==> config.mk <==
export PLATFORM = sky130hd
export DESIGN_NAME = vid_line_fetch
export DESIGN_NICKNAME = d
export VERILOG_FILES = /design/src/rtl/vid_line_fetch.sv
export SDC_FILE = /design/constraint.sdc
export NUM_CORES = 1
export LEC_CHECK = 0
export BUFFER_PORTS_ARGS = -buffer_cell sky130_fd_sc_hd__clkbuf_2
export CAP_MARGIN = 20
export CORE_ASPECT_RATIO = 0.75
export CORE_MARGIN = 1
export CORE_UTILIZATION = 30
export CTS_CLUSTER_DIAMETER = 100
export CTS_CLUSTER_SIZE = 10
export DETAILED_ROUTE_END_ITERATION = 8
export PLACE_DENSITY_LB_ADDON = 0.15
export SLEW_MARGIN = 20
export SYNTH_ARGS = -nofsm -noshare
export SYNTH_HDL_FRONTEND = slang
export SYNTH_SLANG_ARGS = --single-unit
==> constraint.sdc <==
create_clock -name clk -period 5 [get_ports clk]
set_clock_uncertainty 0.2 [all_clocks]
set_input_delay 1 -clock clk [delete_from_list [all_inputs] [get_ports clk]]
set_output_delay 1 -clock clk [all_outputs]
set_load 0.05 [all_outputs]
==> src/rtl/vid_line_fetch.sv <==
module vid_line_fetch #(
  parameter int AW     = 32,
  parameter int DW     = 32,
  parameter int DEPTH  = 24,
  parameter int BEATS  = 4,
  parameter int PRIME  = 5,
  parameter int LW     = 10,
  parameter int NW     = 11
) (
  input  logic          clk,
  input  logic          rst_n,
  input  logic          en,
  input  logic          interlace,
  input  logic [AW-1:0] base_a,
  input  logic [AW-1:0] base_b,
  input  logic [LW-1:0] line_bursts,
  input  logic [NW-1:0] line_count,
  output logic          req,
  output logic [AW-1:0] req_addr,
  input  logic          req_ack,
  input  logic          rd_valid,
  input  logic [DW-1:0] rd_data,
  input  logic          pix_rd,
  output logic [DW-1:0] pix_data,
  output logic          pix_ready,
  output logic          underrun
);
  localparam int PW    = $clog2(DEPTH);
  localparam int CW    = $clog2(DEPTH + 1);
  localparam int BW    = (BEATS > 1) ? $clog2(BEATS) : 1;
  localparam int LCW   = $clog2(PRIME + 1);
  localparam int BYTES = BEATS * DW / 8;
  localparam int OFS   = $clog2(BYTES);

  logic [DW-1:0]  mem [DEPTH];
  logic [PW-1:0]  wp, rp;
  logic [CW-1:0]  cnt;
  logic           busy;
  logic [BW-1:0]  beat;
  logic [LCW-1:0] landed;
  logic [AW-1:0]  addr;
  logic [LW-1:0]  bidx;
  logic [NW-1:0]  lidx;
  logic           field;
  logic [NW-1:0]  field_lines;

  wire accept     = req && req_ack;
  wire wr         = busy && rd_valid;
  wire rd         = pix_rd && (cnt != '0);
  wire last_beat  = (beat == BW'(BEATS - 1));
  wire last_burst = (bidx == line_bursts - LW'(1));
  wire last_line  = (lidx == field_lines - NW'(1));
  wire has_even   = (line_count >> 1) != '0;

  always_comb begin
    if (!interlace)  field_lines = line_count;
    else if (field)  field_lines = line_count >> 1;
    else             field_lines = NW'(({1'b0, line_count} + 1'b1) >> 1);
  end

  assign req      = en && !busy && ((CW'(DEPTH) - cnt) >= CW'(BEATS));
  assign req_addr = {addr[AW-1:OFS], {OFS{1'b0}}};
  assign pix_data = mem[rp];

  always_ff @(posedge clk) begin
    if (wr) mem[wp] <= rd_data;
  end

  always_ff @(posedge clk or negedge rst_n) begin
    if (!rst_n) begin
      wp <= '0; rp <= '0; cnt <= '0;
      busy <= 1'b0; beat <= '0; landed <= '0;
      pix_ready <= 1'b0; underrun <= 1'b0;
      addr <= '0; bidx <= '0; lidx <= '0; field <= 1'b0;
    end else if (!en) begin
      wp <= '0; rp <= '0; cnt <= '0;
      busy <= 1'b0; beat <= '0; landed <= '0;
      pix_ready <= 1'b0; underrun <= 1'b0;
      addr <= base_a; bidx <= '0; lidx <= '0; field <= 1'b0;
    end else begin
      underrun <= pix_rd && (cnt == '0);
      if (wr) wp <= (wp == PW'(DEPTH - 1)) ? '0 : wp + PW'(1);
      if (rd) rp <= (rp == PW'(DEPTH - 1)) ? '0 : rp + PW'(1);
      cnt <= cnt + CW'(wr) - CW'(rd);

      if (accept) begin
        busy <= 1'b1;
        beat <= '0;
        if (!last_burst) begin
          bidx <= bidx + LW'(1);
          addr <= addr + AW'(BYTES);
        end else begin
          bidx <= '0;
          if (!last_line) begin
            lidx <= lidx + NW'(1);
            addr <= addr + AW'(BYTES);
          end else begin
            lidx <= '0;
            if (interlace && !field && has_even) begin
              field <= 1'b1;
              addr  <= base_b;
            end else begin
              field <= 1'b0;
              addr  <= base_a;
            end
          end
        end
      end else if (wr) begin
        beat <= beat + BW'(1);
        if (last_beat) begin
          busy <= 1'b0;
          if (landed != LCW'(PRIME)) landed <= landed + LCW'(1);
          if (landed == LCW'(PRIME - 1)) pix_ready <= 1'b1;
        end
      end
    end
  end
endmodule

After elaboration in Yosys (flattened, before gate mapping) --
Memories as Yosys holds them, arrays and structs flattened. Index checks and enable logic that the tools add are counted.
Storage, ports and cells: flip-flop bits (word level) 77, RAM bits 768, output and inout bits 67, memories kept 1
Memory list:
- mem | words 24, bits a word 32, read ports 1, clocked after Yosys merged registers in 0, wr ports 1, line 35 | logic [DW-1:0] mem [DEPTH];
Cells by class: add/sub/neg operators 13, order comparisons 1, equality and inequality tests 18, mux-type cells 46, reduce and logical (&&, ||, !) cells 18
Operators by type and width (count):
- $mux 32 | 5
- $mux 11 | 6
- $mux 5 | 7
- $add 32x5->32 const B | 1
- $mux 10 | 3
- $mux 1 | 17
- $ne 2x1->1 const B | 8
- $mux 3 | 5
- $add 11x1->12 const B | 1
- $add 11x1->11 const B | 1
- $eq 11x11->1 | 1
- $reduce_bool 11->1 | 1
- $sub 11x1->11 const B | 1
- $add 10x1->10 const B | 1
- $add 5x1->5 const B | 2
- $eq 10x10->1 | 1
- $eq 5x5->1 const B | 2
- $sub 10x1->10 const B | 1
- $logic_and 1x1->1 | 8
- $reduce_and 4->1 | 2
- $mux 2 | 3
- $ne 3x1->1 const B | 2
- $add 5x1->5 | 1
- $ge 5x3->1 const B | 1
- 13 further kinds | 15

Depth between registers and ports, before layout --
Gate-level depths: netlist (run 1).
depth in word-level cells 9, mapped depth 16

Worst setup path after synthesis (run 1) --
OpenSTA, ideal clock, no wires.
path type register to output, start point register rp[0], end point output pix_data[25], arrival time 3323 ps, data required time 3800 ps, setup slack 477 ps, cell stages (with the launch flop) 9, buffers on the path 5, cells stage by stage dfrtp_1 -> clkbuf_1 -> clkbuf_1 -> buf_2 -> clkbuf_1 -> buf_1 -> mux4_2 -> mux2i_1 -> a21oi_1
On the way: cells in the longest elaborated chain, start to end 1
Ends and longest elaborated chain:
- start, declared | line 36 | logic [PW-1:0] wp, rp;
- start signal, assigned | line 83 | if (rd) rp <= (rp == PW'(DEPTH - 1)) ? '0 : rp + PW'(1);
- $mem_v2 24x32
- end, declared | line 24 | output logic [DW-1:0] pix_data,
Every way passes these cells.

Worst setup path in the final report (run 1) --
start point register rp[0], end point output pix_data[9]
The elaborated chain is that of the path after synthesis.

==> impl_metrics.json, run 1 <==
{
  "vias": 18762,
  "instances_no_fill": 3701,
  "p_per_area_nw_per_um2": 420,
  "async_flop_share_pct": 8.68,
  "setup_tns_ps": 0,
  "met3_usage_pct": 2.49,
  "drc": 0,
  "clkTransAtPathRegs_ps": 60,
  "root_buffer": "clkbuf_16",
  "initial_core_util_pct": 30.5,
  "yosysMostFrequentCell": "edfxtp_1",
  "synth_cell_types": 83,
  "final_cell_area_um2": 40900,
  "final_util_pct": 35.8,
  "hold_viol_final": 0,
  "hold_class": "in -> async",
  "top_usage_layer": "met2",
  "coreArea_um2": 114000,
  "cts_tree": "yes",
  "crit_type": "reg -> out",
  "grt_max_degree": 74,
  "postCtsHoldBufs": 0,
  "yosys-top-cells-area": "edfxtp_1 (66%), mux4_2 (14%), dfrtp_1 (5.2%)",
  "drive_gt1_share_pct": 28.8,
  "maxSlewViolCount": 0,
  "routedWlPerCell_um": 24.8,
  "cts_setup_buffers": 0,
  "outcome": "complete, no violations",
  "rows": 107,
  "syn_inst": 1896,
  "start_kind": "register",
  "ys_seq_elements": 841,
  "yosysTopAreaCell": "edfxtp_1",
  "post_cts_resized": 0,
  "cts.sinks": 841,
  "num_io_pins": 191,
  "setup_violations": 0,
  "die_h_um": 297,
  "ff2ff_setup_slack_ps": 920,
  "drtAntennaViolNets": 0,
  "gp_congestion": 0.821,
  "p_total_mw": 17.2,
  "routed_via_density": 5.07,
  "fin_crit_sh_pct": 94.1,
  "yosysWarnings": 0,
  "clock.fmax_mhz": 212,
  "syn_area_um2": 34900,
  "peakVddDrop_v": 0.000268,
  "cts_buffer_depth": 3,
  "die_w_um": 396,
  "postSynthAreaPerCell_um2": 18.4,
  "synth.top_cells.by_count": "edfxtp_1 (768), mux4_2 (224), nor2_1 (109)",
  "drtIter0Drc": 1352,
  "max_slew_margin_pct": 41.7,
  "cp_max_fo": 20,
  "placedCellCount": 3572,
  "syn2layout_area_growth_pct": 17.3,
  "crit_path_end_kind": "output port",
  "grt_pass1_wl_um": 136000,
  "maxCapViolCount": 0,
  "portBuffers": 178,
  "synth_ff_type": "edfxtp_1",
  "p_leak_nw": 13.0,
  "drtPass1Iterations": 7,
  "antenna_found_initial": 4,
  "grt_pass1_vias": 19653,
  "clk_latency_ps": 660,
  "grt_util_met2_pct": 24.8,
  "overflow": 0,
  "netlist.area_leader.share_pct": 66.1,
  "ys_seq_area_share_pct": 71.3,
  "grt.total_usage_pct": 15.7,
  "rsz0062_at_grt": "no",
  "worstMarginPinSlew_ps": 875,
  "grt.met1_usage_pct": 22.4,
  "dieArea_um2": 118000,
  "synth_edf_count": 768,
  "routed_wl_um": 91600,
  "crit_arrival_ps": 3510,
  "layout.nets": 2290,
  "cts_buffers": 94,
  "min_period_ps": 4710,
  "hpwl_um": 51700,
  "dpl_cell_area_um2": 38400,
  "required_ps": 3800,
  "h-tree-depth": 3
}
per-layer routing:
layer,part of all wire [%],up-vias
met3,4.0,131
met4,2.1,2
met2,47,428
met1,47,10008
li1,-,8193
met5,0.014,-
placed cells by master, fill, tap and decap left out, drive strengths merged, types with 19 or more instances in the layout:
cell    Yosys  layout
nand2      84      84
dfrtp      73      73
nor2      109     109
buf        45      73
mux2i      42      42
xnor2      22      22
edfxtp    768     768
a21oi      67      67
inv        35      35
o21ai      44      44
clkbuf     58     299
xor2       28      28
mux4      224     224
nand3      38      38
nand4      23      23
nor3       21      21
ha         23      23
a31oi      19      19
final timing paths:
path,startpoint,end,depth (start not counted)
worst max-delay path,rp[0]$_DFFE_PN0P_,pix_data[9],6
worst max register to register,field$_DFFE_PN0P_,lidx[10]$_DFFE_PN0P_,12
worst min-delay path,rst_n,addr[8]$_DFFE_PN0P_,1
min in group clk,pix_ready$_DFFE_PN0P_,pix_ready$_DFFE_PN0P_,2
worst min register to register,pix_ready$_DFFE_PN0P_,pix_ready$_DFFE_PN0P_,2
max in group asynchronous,rst_n,rp[0]$_DFFE_PN0P_,1
through the flow:
| stage | hold slack [ps] | setup slack (ps) |
|---|---|---|
| after floorplan | 291 | 477 |
| after global placement | 321 | 169 |
| after detailed placement | 302 | 135 |
| after CTS | 300 | 137 |
| after global routing | 207 | 59.0 |
| final | 176 | 293 |
power breakdown:
| group | leakage (nW) | switching, mW | internal [mW] |
|---|---|---|---|
| logic | 3.91 | 1.79 | 1.32 |
| registers | 7.85 | 0.190 | 7.81 |
| clock network | 1.24 | 2.66 | 3.46 |
worst max-delay path, cell delays in order, from the launching register on:
cell,delay [ps]
dfrtp_4,750
buf_4,440
mux4_2,580
mux4_2,520
nor2_1,150
a21oi_1,80
clkbuf_2,290
state kept, by name, summed over array words and instances, names as in the netlist:
signal and cells:
underrun 1, rp 5, busy 1, beat 2
mem 768, landed 3, lidx 11, field 1
cnt 5, pix_ready 1, bidx 10, addr 28
wp 5
layout make-up:
class	instances	area [µm²]
Antenna cell	2	5.00
Clock buffer	122	2510
Clock inverter	5	60.1
Fill cell	10756	73500
Inverter	36	135
Multi-Input combinational cell	919	9650
Sequential cell	841	24900
Tap cell	1526	1910
Timing Repair Buffer	250	1780
kinds of logic after synthesis:
logic type	synth area share, %
mux	15.7
flops	71.3
fa+ha+maj	0.882
buf+inv	1.63
simple gates	5.15
other cells	0.0107
compound gates	4.01
xor+xnor	1.32
Note: power is estimated with default switching activity, not from simulation.
==> run 2, diff against run 1 <==
--- a/config.mk
+++ b/config.mk
@@ -7,13 +7,12 @@
 export LEC_CHECK = 0
 export BUFFER_PORTS_ARGS = -buffer_cell sky130_fd_sc_hd__clkbuf_2
 export CAP_MARGIN = 20
-export CORE_ASPECT_RATIO = 0.75
 export CORE_MARGIN = 1
 export CORE_UTILIZATION = 30
 export CTS_CLUSTER_DIAMETER = 100
 export CTS_CLUSTER_SIZE = 10
 export DETAILED_ROUTE_END_ITERATION = 8
-export PLACE_DENSITY_LB_ADDON = 0.15
+export PLACE_DENSITY = 0.51
 export SLEW_MARGIN = 20
 export SYNTH_ARGS = -nofsm -noshare
 export SYNTH_HDL_FRONTEND = slang
==> impl_metrics.json, run 2 (synthesized netlist as in run 1, its figures left out) <==
{
  "initial_core_util_pct": 30.4,
  "clkPwrFrac_pct": 36.1,
  "cts_setup_buffers": 0,
  "drc": 0,
  "grt.total_usage_pct": 14.9,
  "portBuffers": 178,
  "hold_slack_ps": 121,
  "clk_latency_ps": 670,
  "grt_pass1_vias": 19700,
  "dieArea_um2": 118000,
  "crit_path_end_kind": "output port",
  "postCtsHoldBufs": 0,
  "p_int_mw": 12.7,
  "maxCapViolCount": 0,
  "drive_gt1_share_pct": 28.7,
  "setup_violations": 0,
  "fin_crit_sh_pct": 90.6,
  "p_per_area_nw_per_um2": 423,
  "cts_tree": "yes",
  "p_sw_share_pct": 26.7,
  "h-tree-depth": 3,
  "routed_via_density": 5.10,
  "rows": 124,
  "seqPwrFrac_pct": 46.2,
  "crit_type": "reg -> out",
  "drtIter0Drc": 1127,
  "cts_buffer_depth": 3,
  "layout.nets": 2283,
  "required_ps": 3800,
  "maxSlewViolCount": 0,
  "clkTransAtPathRegs_ps": 60,
  "antenna_found_initial": 3,
  "p_leak_nw": 13.0,
  "layout_commonest_cell": "edfxtp_1",
  "die_w_um": 343,
  "outcome": "complete, no violations",
  "final_util_pct": 35.5,
  "largest_reg_flops": 768,
  "clock.fmax_mhz": 221,
  "hold_class": "in -> async",
  "top_register": "mem",
  "cts_buffers": 95,
  "cts.sinks": 841,
  "start_kind": "register",
  "ff2ff_setup_slack_ps": 790,
  "worstMarginPinSlew_ps": 1200,
  "switchingPower_mw": 4.60,
  "die_h_um": 343,
  "grt_pass1_wl_um": 130000,
  "routedWlPerCell_um": 23.9,
  "num_io_pins": 191,
  "min_period_ps": 4530,
  "power_frac_comb_pct": 17.7,
  "hpwl_um": 48800,
  "routed_wl_um": 87900,
  "syn2layout_area_growth_pct": 16.8,
  "most-common-layout-cells": "edfxtp_1 (768), mux4_2 (224), clkbuf_2 (177)",
  "crit_arrival_ps": 3330,
  "drtAntennaViolNets": 0,
  "max_slew_margin_pct": 19.0,
  "peakVddDrop_v": 0.000292,
  "top_regs": "mem: 768 flops, addr: 28 flops, lidx: 11 flops",
  "post_cts_resized": 0,
  "hold_viol_final": 0,
  "overflow": 0,
  "setup_tns_ps": 0,
  "gp_congestion": 0.834,
  "cp_max_fo": 45,
  "root_buffer": "clkbuf_16",
  "rsz0062_at_grt": "no",
  "coreArea_um2": 115000,
  "grt_max_degree": 74,
  "drtPass1Iterations": 5,
  "vias": 18765,
  "p_total_mw": 17.3
}
## run 2: cell types whose count changed in the layout (fill, tap and decap cells not counted), moves of 2 or more
cell	delta
bufinv_16	+2
buf_4	+6
inv_6	+2
buf_12	-13
## run 2: worst max-delay path, cell delays in order (launching register included)
cell and delay, ps:
dfrtp_4 500, buf_12 360, mux4_2 560, mux4_2 480, nor2_1 270, a21oi_1 140, clkbuf_2 300
## run 2: worst paths after layout
check | end | startpoint | depth (start not counted)
min in group clk | pix_ready$_DFFE_PN0P_ | pix_ready$_DFFE_PN0P_ | 2
max in group asynchronous | addr[15]$_DFFE_PN0P_ | rst_n | 2
hold reg to reg | pix_ready$_DFFE_PN0P_ | pix_ready$_DFFE_PN0P_ | 2
setup reg to reg | addr[28]$_DFFE_PN0P_ | field$_DFFE_PN0P_ | 12
hold / removal | lidx[7]$_DFFE_PN0P_ | rst_n | 1
setup / recovery | pix_data[12] | rp[0]$_DFFE_PN0P_ | 6
## run 2: power by group through the flow
stage               Clock, mW  Combinational, mW  Sequential (mW)
finish                   6.22               3.06             7.97
global route             6.64               3.33             7.98
CTS                      6.41               3.14             7.97
detailed placement          0               3.13             8.11
global placement            0               3.10             8.10
floorplan                   0               2.14             8.18
## run 2: layer usage
metal  up-vias  GRT usage [%]  part of all wire (%)  wire [µm]
li1       8177              -                     -          -
met1      9963           19.6                    43      37600
met2       498           25.1                    50      43900
met3       125           2.37                   5.0       4380
met4         2           4.78                   2.2       1930
met5         -              0                 0.010          9
## run 2: area by class of cell
| cell class | count | area (µm²) |
|---|---|---|
| inverters | 36 | 135 |
| repair buffers | 242 | 1550 |
| fillers | 10747 | 74000 |
| diodes | 1 | 2.50 |
| clock buffers | 120 | 2490 |
| clock inverters | 9 | 165 |
| flip-flops and latches | 841 | 24900 |
| well taps | 1512 | 1890 |
| multi-input cells | 919 | 9650 |
## run 2: stage by stage
stage	worst slack, ps	cell area, µm²	std cells
final	469	40800	3680
after detailed placement	46.6	38100	3549
after floorplan	477	34900	1899
after global placement	119	38100	3549
after CTS	405	40800	3678
after global routing	362	40800	3679
